## src/rtl/ptg_pkg.sv

```systemverilog
package ptg_pkg;
  typedef enum logic [1:0] {
    SEL_ON   = 2'd0,
    SEL_OFF  = 2'd1,
    SEL_REP  = 2'd2,
    SEL_NONE = 2'd3
  } wr_sel_e;

  localparam int unsigned NUM_DUR = 2;  // index 0: high time, 1: low time
endpackage

```

## src/rtl/ptg_cfg_regs.sv

```systemverilog
module ptg_cfg_regs #(
  parameter int unsigned CNT_W  = 32,
  parameter int unsigned REP_W  = 32,
  parameter int unsigned DATA_W = 32
) (
  input  logic              clk_i,
  input  logic              rst_ni,
  input  logic              wr_en_i,
  input  logic [1:0]        wr_sel_i,
  input  logic [DATA_W-1:0] wr_data_i,
  output logic [CNT_W-1:0]  on_o,
  output logic [CNT_W-1:0]  off_o,
  output logic [REP_W-1:0]  rep_o
);
  import ptg_pkg::*;

  localparam logic [CNT_W-1:0] DUR_MIN = CNT_W'(1);

  wr_sel_e           sel;
  logic [CNT_W-1:0]  dur_q [NUM_DUR];
  logic [CNT_W-1:0]  dur_wr;
  logic [REP_W-1:0]  rep_q;

  assign sel    = wr_sel_e'(wr_sel_i);
  // sub-cycle durations are forced to one pulse
  assign dur_wr = (wr_data_i[CNT_W-1:0] == '0) ? DUR_MIN : wr_data_i[CNT_W-1:0];

  for (genvar g = 0; g < NUM_DUR; g++) begin : g_dur
    localparam wr_sel_e MY_SEL = (g == 0) ? SEL_ON : SEL_OFF;
    always_ff @(posedge clk_i or negedge rst_ni) begin
      if (!rst_ni)                       dur_q[g] <= DUR_MIN;
      else if (wr_en_i && sel == MY_SEL) dur_q[g] <= dur_wr;
    end
  end

  always_ff @(posedge clk_i or negedge rst_ni) begin
    if (!rst_ni)                        rep_q <= '0;
    else if (wr_en_i && sel == SEL_REP) rep_q <= wr_data_i[REP_W-1:0];
  end

  assign on_o  = dur_q[0];
  assign off_o = dur_q[1];
  assign rep_o = rep_q;

  AST_DUR_NONZERO: assert property (@(posedge clk_i) disable iff (!rst_ni)
    (on_o != '0) && (off_o != '0));
endmodule

```

## src/rtl/ptg_phase_timer.sv

```systemverilog
module ptg_phase_timer #(
  parameter int unsigned CNT_W = 32
) (
  input  logic             clk_i,
  input  logic             rst_ni,
  input  logic             tick_i,
  input  logic             run_i,
  input  logic             load_i,
  input  logic [CNT_W-1:0] load_val_i,
  output logic             expire_o
);
  localparam logic [CNT_W-1:0] CNT_LAST = CNT_W'(1);

  logic [CNT_W-1:0] cnt_q;

  always_ff @(posedge clk_i or negedge rst_ni) begin
    if (!rst_ni)               cnt_q <= '0;
    else if (load_i)           cnt_q <= load_val_i;
    else if (run_i && tick_i)  cnt_q <= cnt_q - CNT_W'(1);
  end

  assign expire_o = run_i && tick_i && (cnt_q == CNT_LAST);

  AST_CNT_LIVE: assert property (@(posedge clk_i) disable iff (!rst_ni)
    run_i |-> (cnt_q != '0));
  AST_HOLD_NO_TICK: assert property (@(posedge clk_i) disable iff (!rst_ni)
    (run_i && !tick_i && !load_i) |=> $stable(cnt_q));
endmodule

```

## src/rtl/ptg_seq_ctrl.sv

```systemverilog
module ptg_seq_ctrl #(
  parameter int unsigned CNT_W = 32,
  parameter int unsigned REP_W = 32
) (
  input  logic             clk_i,
  input  logic             rst_ni,
  input  logic             arm_i,
  input  logic             clear_i,
  input  logic             seq_rst_i,
  input  logic             expire_i,
  input  logic [CNT_W-1:0] on_i,
  input  logic [CNT_W-1:0] off_i,
  input  logic [REP_W-1:0] rep_cfg_i,
  output logic             load_o,
  output logic [CNT_W-1:0] load_val_o,
  output logic             pin_o,
  output logic             active_o
);
  localparam logic [REP_W-1:0] REP_INF = '1;

  logic             pin_q, active_q;
  logic [REP_W-1:0] rep_q;
  logic             quiet, last, next_lvl;

  assign quiet    = !seq_rst_i && !clear_i;
  assign last     = (rep_q == '0);
  // arm reloads for the current level, expiry for the level about to be entered
  assign next_lvl = arm_i ? pin_q : ~pin_q;
  assign load_val_o = next_lvl ? on_i : off_i;
  assign load_o   = quiet && (arm_i || (expire_i && !last));

  always_ff @(posedge clk_i or negedge rst_ni) begin
    if (!rst_ni) begin
      pin_q    <= 1'b0;
      active_q <= 1'b0;
      rep_q    <= '0;
    end else if (seq_rst_i) begin
      pin_q    <= 1'b0;
      active_q <= 1'b0;
      rep_q    <= '0;
    end else if (clear_i) begin
      active_q <= 1'b0;
      rep_q    <= '0;
    end else if (arm_i) begin
      active_q <= 1'b1;
      rep_q    <= rep_cfg_i;
    end else if (expire_i) begin
      pin_q <= ~pin_q;
      if (last)                 active_q <= 1'b0;
      else if (rep_q != REP_INF) rep_q   <= rep_q - REP_W'(1);
    end
  end

  assign pin_o    = pin_q;
  assign active_o = active_q;

  AST_TOGGLE_ON_EXPIRE: assert property (@(posedge clk_i) disable iff (!rst_ni)
    (expire_i && quiet && !arm_i) |=> (pin_o != $past(pin_o)));
  AST_PIN_HOLD: assert property (@(posedge clk_i) disable iff (!rst_ni)
    (!expire_i && !seq_rst_i) |=> $stable(pin_o));
  AST_CLEAR_STOPS: assert property (@(posedge clk_i) disable iff (!rst_ni)
    (clear_i && !seq_rst_i) |=> (!active_o && $stable(pin_o)));
  AST_LAST_STOPS: assert property (@(posedge clk_i) disable iff (!rst_ni)
    (expire_i && quiet && !arm_i && rep_q == '0) |=> !active_o);
  AST_CONT_KEEPS: assert property (@(posedge clk_i) disable iff (!rst_ni)
    (expire_i && quiet && !arm_i && rep_q == REP_INF) |=> (active_o && rep_q == REP_INF));
  AST_SEQ_RST: assert property (@(posedge clk_i) disable iff (!rst_ni)
    seq_rst_i |=> (!pin_o && !active_o));
  AST_ARM_STARTS: assert property (@(posedge clk_i) disable iff (!rst_ni)
    (arm_i && quiet) |=> (active_o && $stable(pin_o)));
endmodule

```

## src/rtl/pin_toggle_gen.sv

```systemverilog
module pin_toggle_gen #(
  parameter int unsigned CNT_W  = 32,
  parameter int unsigned REP_W  = 32,
  parameter int unsigned DATA_W = 32
) (
  input  logic              clk_i,
  input  logic              rst_ni,
  input  logic              tick_i,
  input  logic              wr_en_i,
  input  logic [1:0]        wr_sel_i,
  input  logic [DATA_W-1:0] wr_data_i,
  input  logic              arm_i,
  input  logic              clear_i,
  input  logic              seq_rst_i,
  output logic              pin_o,
  output logic              active_o
);
  logic [CNT_W-1:0] on_val, off_val, load_val;
  logic [REP_W-1:0] rep_cfg;
  logic             load, expire;

  initial begin
    if (CNT_W > DATA_W || REP_W > DATA_W || CNT_W < 2)
      $error("pin_toggle_gen: register widths must fit the write data");
  end

  ptg_cfg_regs #(.CNT_W(CNT_W), .REP_W(REP_W), .DATA_W(DATA_W)) cfg_i (
    .clk_i     (clk_i),
    .rst_ni    (rst_ni),
    .wr_en_i   (wr_en_i),
    .wr_sel_i  (wr_sel_i),
    .wr_data_i (wr_data_i),
    .on_o      (on_val),
    .off_o     (off_val),
    .rep_o     (rep_cfg)
  );

  ptg_phase_timer #(.CNT_W(CNT_W)) timer_i (
    .clk_i      (clk_i),
    .rst_ni     (rst_ni),
    .tick_i     (tick_i),
    .run_i      (active_o),
    .load_i     (load),
    .load_val_i (load_val),
    .expire_o   (expire)
  );

  ptg_seq_ctrl #(.CNT_W(CNT_W), .REP_W(REP_W)) ctrl_i (
    .clk_i      (clk_i),
    .rst_ni     (rst_ni),
    .arm_i      (arm_i),
    .clear_i    (clear_i),
    .seq_rst_i  (seq_rst_i),
    .expire_i   (expire),
    .on_i       (on_val),
    .off_i      (off_val),
    .rep_cfg_i  (rep_cfg),
    .load_o     (load),
    .load_val_o (load_val),
    .pin_o      (pin_o),
    .active_o   (active_o)
  );
endmodule

```

## config.mk

```make
export PLATFORM = sky130hd
export DESIGN_NAME = pin_toggle_gen
export DESIGN_NICKNAME = d
export VERILOG_FILES = /design/src/rtl/ptg_pkg.sv /design/src/rtl/ptg_cfg_regs.sv /design/src/rtl/ptg_phase_timer.sv /design/src/rtl/ptg_seq_ctrl.sv /design/src/rtl/pin_toggle_gen.sv
export SDC_FILE = /design/constraint.sdc
export NUM_CORES = 1
export LEC_CHECK = 0
export BUFFER_PORTS_ARGS = -buffer_cell sky130_fd_sc_hd__clkbuf_2
export CORE_MARGIN = 3
export CORE_UTILIZATION = 60
export CTS_BUF_LIST = sky130_fd_sc_hd__clkbuf_2 sky130_fd_sc_hd__clkbuf_4 sky130_fd_sc_hd__clkbuf_8
export DETAILED_ROUTE_END_ITERATION = 8
export PLACE_DENSITY = 0.84
export SLEW_MARGIN = 15
export SYNTH_ARGS = -nofsm -noshare
export SYNTH_HDL_FRONTEND = slang
export SYNTH_SLANG_ARGS = --single-unit
```

## constraint.sdc

```tcl
create_clock -name clk_i -period 3.6 [get_ports clk_i]
set_input_delay 0.54 -clock clk_i [delete_from_list [all_inputs] [get_ports clk_i]]
set_output_delay 0.54 -clock clk_i [all_outputs]
set_load 0.005 [all_outputs]
```

### After elaboration in Yosys (flattened, before gate mapping)

Index checks and enable logic that the tools add are counted.

| storage, ports and cells | value |
|---|---|
| input port bits | 41 |
| output and inout port bits | 2 |
| word-level logic and storage cells | 60 |
| flip-flop bits (word level) | 162 |

| cells by class | value |
|---|---|
| bitwise operators | 1 |
| $add $sub $neg | 2 |
| mux-type cells | 20 |
| reduce and logical (&&, ||, !) cells | 23 |
| eq/ne operators | 7 |

Operators by type and width:

| operator | number |
|---|---|
| 32-bit 2-to-1 mux | 10 |
| 32-bit logical NOT | 2 |
| 32-bit by 1-bit subtractor with 32-bit output, second input constant | 2 |
| 32-bit by 1-bit == test with 1-bit output, second input constant | 1 |
| 32-bit != test, second input constant | 1 |
| 4-bit nonzero test | 3 |
| 1-bit 2-to-1 mux | 10 |
| 1-bit logical AND | 8 |
| 3-bit AND reduction | 2 |
| 2-bit by 1-bit != test with 1-bit output, second input constant | 2 |
| 4-bit != test, second input constant | 1 |
| 2-bit nonzero test | 2 |
| 1-bit logical NOT | 3 |
| 2-bit by 1-bit == test with 1-bit output, second input constant | 1 |
| 2-bit == test, second input constant | 1 |
| 2-bit logical NOT | 1 |
| 2-bit AND reduction | 1 |
| 1-bit logical OR | 1 |
| 1-bit inverter | 1 |

### Logic depth before layout (Yosys ltp)

| depth | value |
|---|---|
| depth in word-level cells | 7 |
| gate-level depth with buffers | 10 |
| mapped depth without buffers | 8 |

### Hierarchy

Synthesis repeated with hierarchy kept, for this count alone.

| unflattened totals | value |
|---|---|
| cell total of the unflattened synthesis | 723 |
| area, all modules | 8,237.9 um^2 |

By module, submodules not included:

| module | area an instance (um^2) | times used | seq. area each (um^2) | cells an instance |
|---|---|---|---|---|
| ptg_cfg_regs | 3,702.3 | 1 | 2,404.8 | 217 |
| ptg_seq_ctrl | 2,615.0 | 1 | 850.8 | 290 |
| ptg_phase_timer | 1,920.6 | 1 | 800.8 | 216 |

### Least setup slack after synthesis

No wires, ideal clock.

| timing | value |
|---|---|
| path kind | register to register |
| start | register ctrl_i.rep_q[0] |
| end | register timer_i.cnt_q[0] |
| period minus slack after synthesis | 2.582 ns |
| path buffers | 2 |
| data arrival time | 2.502 ns |
| setup slack | 1.018 ns |
| stages on the path, launching flop included | 11 |
| library setup time | 0.079 ns |
| data required time | 3.521 ns |
| cell sequence | dfrtp_1 -> inv_1 -> ha_1 -> or4b_1 -> nor3_1 -> and4_1 -> buf_4 -> nor2_1 -> o21ai_4 -> buf_4 -> mux2i_1 |

| on the way | value |
|---|---|
| longest elaborated chain between the ends | 6 |
| elaborated cells between the ends (all ways) | 7 |
| those cells by class | mux (1); reduce/logical (6) |

Ends and longest elaborated chain:

| item | RTL line | text |
|---|---|---|
| start: declaration | ptg_seq_ctrl.sv:22 | `logic [REP_W-1:0] rep_q;` |
| start signal: assignment | ptg_seq_ctrl.sv:46 | `rep_q <= rep_cfg_i;` |
| start signal: assignment | ptg_seq_ctrl.sv:50 | `else if (rep_q != REP_INF) rep_q <= rep_q - REP_W'(1);` |
| 32-bit logical NOT * | ptg_seq_ctrl.sv:26 | `assign last = (rep_q == '0);` |
| 1-bit logical NOT * | ptg_seq_ctrl.sv:30 | `assign load_o = quiet && (arm_i \|\| (expire_i && !last));` |
| 1-bit logical AND * | ptg_seq_ctrl.sv:30 |  |
| 1-bit logical OR * | ptg_seq_ctrl.sv:30 |  |
| 1-bit logical AND * | ptg_seq_ctrl.sv:30 |  |
| 32-bit 2-to-1 mux or 2-bit nonzero test (tied branches) | -- |  |
| end signal: assignment | ptg_phase_timer.sv:18 | `else if (load_i) cnt_q <= load_val_i;` |
| end signal: assignment | ptg_phase_timer.sv:19 | `else if (run_i && tick_i) cnt_q <= cnt_q - CNT_W'(1);` |
| end: declaration | ptg_phase_timer.sv:14 | `logic [CNT_W-1:0] cnt_q;` |

Every way passes the cells marked *; elsewhere a longest branch is shown, timed or not.
A chain may end at the register's enable or synchronous reset.

### Worst setup path in the final report

| timing | value |
|---|---|
| start | register ctrl_i.rep_q[0] |
| end | register timer_i.cnt_q[26] |

The elaborated chain is that of the path after synthesis.

==> flow_summary.yaml <==
run_status:
  run_status: "complete, no violations"
synth:
  synth_top_family_by_area: "multiplexers"
  synth.most_common_cell: "sky130_fd_sc_hd__dfrtp_1"
  syn-num-nets: 742
  yosys.area_share.xor_xnor: 0.0541
  post_synth_mux_area_share: 0.217
  synthSimpleGateAreaFrac: 0.143
  synth-warning-count: 0
  synth_cell_types: 55
  synth-adder-area-share: 0.00619
  synth.ff_latch_count: 162
  largest_area_contributor_in_the_netlist: "sky130_fd_sc_hd__dfrtp_1"
  post_synth_instance_area_um2: 8090
  post_synthesis_compound_gate_area_fraction: 0.0566
  synth.top_cells.by_count: "sky130_fd_sc_hd__dfrtp_1, sky130_fd_sc_hd__mux2_2, sky130_fd_sc_hd__mux2i_1"
  netlist.area_leader.share: 0.495
  largest_cells_by_area_after_synthesis: "sky130_fd_sc_hd__dfrtp_1, sky130_fd_sc_hd__mux2_2, sky130_fd_sc_hd__mux2i_1"
  postSynthAreaPerCell_um2: 11.6
  synth-edff-count: 0
  ys_seq_area_frac: 0.501
  synth_flop_cell: "sky130_fd_sc_hd__dfrtp_1"
  synth_cells: 697
  synth-async-reset-ratio: 1.00
clocking:
  cts_hold_buffers_added: 0
  cts.path.max_buffers: 2
  cts_buffers: 17
  path_clk_slew_ns: 0.09
  cts-root-buf: "sky130_fd_sc_hd__clkbuf_8"
  cts.sinks: 162
  post_cts.repair.setup_buffers: 0
  cts_tree: "yes"
  clk-insertion-delay-late_ns: 0.46
  ctsResizeCount: 0
  clock_tree.htree_level_count: 4
timing:
  worstMarginPinSlew_ns: 0.876
  number_of_slew_limit_violations_in_the_final_report: 0
  final.setup_skew_ns: 0.0114
  final.min_clock_period_ns: 3.03
  hold_viol_final: 0
  final.period_utilization: 0.841
  setup-tns-final_ns: 0
  worst_slack_ns: 0.572
  whs_ns: 0.170
  setup_viol: 0
  maximum_clock_rate_ghz: 0.330
  grt_setup_unrepaired: "no"
  slew-limit-headroom: 0.416
route:
  totalWireLength_mm: 18.9
  avgRoutedWirePerCell_um: 20.6
  detail-route-antenna-nets: 0
  number_of_vias_after_detailed_routing: 5866
  routed_via_density: 6.38
  route.detailed.drc: 0
  initialDrtViolationCount: 656
  drt_pass_1_iters: 6
placement:
  place_hpwl_mm: 13.2
  finalWeightedCongestion: 0.971
  buffer_ports.inserted: 42
  dpl_worst_slack_ns: 0.611
global_route:
  vias_in_the_first_global_route: 5891
  grt_first_pass_wirelength_mm: 30.3
  global_route.usage.total: 0.265
  grt_antenna_before_repair: 0
  globalRoute.totalOverflow: 0
  grt_max_degree: 163
finish:
  antenna_cells_inserted: 0
  share_of_the_core_filled_with_cells_in_the_final_layout: 0.696
  drive_gt1_frac: 0.267
  finalNetCount: 781
  area_growth_pct: 10.7
power:
  vdd_drop_max_mv: 0.353
  power_per_cell_area_nw_per_um2: 546
  leakage_uw: 0.00392
die:
  core_area_um2: 12900
  die_h_um: 122
  design.die.area_um2: 14900
  std_cell_rows: 41
  chipWidth_um: 122
  initial_utilization: 0.628
  io_pins: 43
setup_path:
  crit_type: "flip-flop to flip-flop"
  timing.critical_path.to_type: "flip-flop"
  cp_data_required_time_ns: 3.97
  critical_path.startpoint_type: "flip-flop"
  critPathArrivalTime_ns: 3.40
  timing.critical_path.fanout_max: 32
job:
  timing.max_cap.violations: 0
hold_path:
  worst_hold_path_type: "input pin to async pin"
## metal layers
metal / wire (um) / share of wire / vias to the layer above / GRT usage
met4: 452 / 0.024 / 0 / 0.0868
met1: 8150 / 0.43 / 2947 / 0.359
met5: 0 / 0 / - / 0
met2: 9100 / 0.48 / 232 / 0.425
met3: 1230 / 0.065 / 45 / 0.0636
li1: - / - / 2642 / -
## power by group
part / leakage (uW) / switching, uW / internal, uW
clock network: 0.000230 / 645 / 823
logic: 0.00170 / 462 / 463
registers: 0.00198 / 314 / 2180
## cell type report
class	count	area, um^2
clock buffers	22	290
clock inverters	9	153
fillers	916	3920
inverters	9	33.8
multi-input cells	492	3880
flip-flops and latches	162	4060
well taps	172	215
repair buffers	54	332
## through the flow
step                power [uW]  instances  area (um^2)
CTS                       4890        920         8960
floorplan                 3110        697         8090
global placement          3340        889         8520
detailed placement        3430        889         8520
global route              5110        920         8960
finish                    4890        920         8960
## kinds of logic after synthesis
family,Yosys count
mux,163
compound gates,72
fa+ha+maj,4
simple gates,203
flops,162
buf+inv,43
xor+xnor,50
## path summary, 6_finish.rpt
check,from,endpoint,slack [ns],cells after the start
max,ctrl_i.rep_q[0]$_DFFE_PN0P_,timer_i.cnt_q[26]$_DFFE_PN0P_,0.57,9
min,rst_ni,cfg_i.rep_o[25]$_DFFE_PN0P_,0.17,2
max reg2reg,ctrl_i.rep_q[0]$_DFFE_PN0P_,timer_i.cnt_q[26]$_DFFE_PN0P_,0.57,9
min reg2reg,cfg_i.off_o[6]$_DFFE_PN0P_,cfg_i.off_o[6]$_DFFE_PN0P_,0.51,1
max in group asynchronous,rst_ni,cfg_i.off_o[1]$_DFFE_PN0P_,2.76,2
min in group clk_i,seq_rst_i,ctrl_i.pin_o$_DFFE_PN0P_,0.25,2
## placed cells by master (no fill, tap or decap), types with 2 or more instances in the layout
| master | count |
|---|---|
| sky130_fd_sc_hd__dfrtp_1 | 160 |
| sky130_fd_sc_hd__mux2_2 | 97 |
| sky130_fd_sc_hd__mux2i_1 | 66 |
| sky130_fd_sc_hd__xnor2_1 | 41 |
| sky130_fd_sc_hd__clkbuf_2 | 41 |
| sky130_fd_sc_hd__nor3_1 | 38 |
| sky130_fd_sc_hd__nor2_1 | 37 |
| sky130_fd_sc_hd__nor4_1 | 27 |
| sky130_fd_sc_hd__o21ai_0 | 23 |
| sky130_fd_sc_hd__a21oi_1 | 22 |
| sky130_fd_sc_hd__nand2_1 | 20 |
| sky130_fd_sc_hd__clkbuf_8 | 20 |
| sky130_fd_sc_hd__or3_1 | 15 |
| sky130_fd_sc_hd__nand3_1 | 12 |
| sky130_fd_sc_hd__nand4_1 | 10 |
| sky130_fd_sc_hd__buf_4 | 10 |
| sky130_fd_sc_hd__or4_1 | 8 |
| sky130_fd_sc_hd__xor2_1 | 8 |
| sky130_fd_sc_hd__inv_1 | 8 |
| sky130_fd_sc_hd__or2_2 | 7 |
| sky130_fd_sc_hd__a211oi_1 | 7 |
| sky130_fd_sc_hd__nand3b_1 | 5 |
| sky130_fd_sc_hd__o211ai_1 | 4 |
| sky130_fd_sc_hd__nor4b_1 | 4 |
| sky130_fd_sc_hd__ha_1 | 4 |
| sky130_fd_sc_hd__bufinv_16 | 4 |
| sky130_fd_sc_hd__a31oi_1 | 3 |
| sky130_fd_sc_hd__and3_1 | 3 |
| sky130_fd_sc_hd__and4_1 | 3 |
| sky130_fd_sc_hd__clkinv_2 | 3 |
| sky130_fd_sc_hd__nand2b_1 | 2 |
| sky130_fd_sc_hd__o31ai_1 | 2 |
| sky130_fd_sc_hd__dfstp_2 | 2 |
| sky130_fd_sc_hd__clkbuf_4 | 2 |
| sky130_fd_sc_hd__buf_12 | 2 |
## sequential cells by signal (all words and copies together) (netlist names)
name and cells:
cfg_i.on_o 32, cfg_i.off_o 32, ctrl_i.active_o 1, ctrl_i.pin_o 1, cfg_i.rep_o 32, timer_i.cnt_q 32
ctrl_i.rep_q 32
## critical path, stage by stage (launching register included)
cell and delay, ns:
sky130_fd_sc_hd__dfrtp_1 0.42, sky130_fd_sc_hd__inv_1 0.09, sky130_fd_sc_hd__ha_1 0.16, sky130_fd_sc_hd__or4b_1 0.51, sky130_fd_sc_hd__nor3_1 0.52, sky130_fd_sc_hd__and4_1 0.39
sky130_fd_sc_hd__nor2_1 0.12, sky130_fd_sc_hd__o21ai_4 0.18, sky130_fd_sc_hd__buf_12 0.27, sky130_fd_sc_hd__mux2i_1 0.26
(Power assumes the default switching activity.)
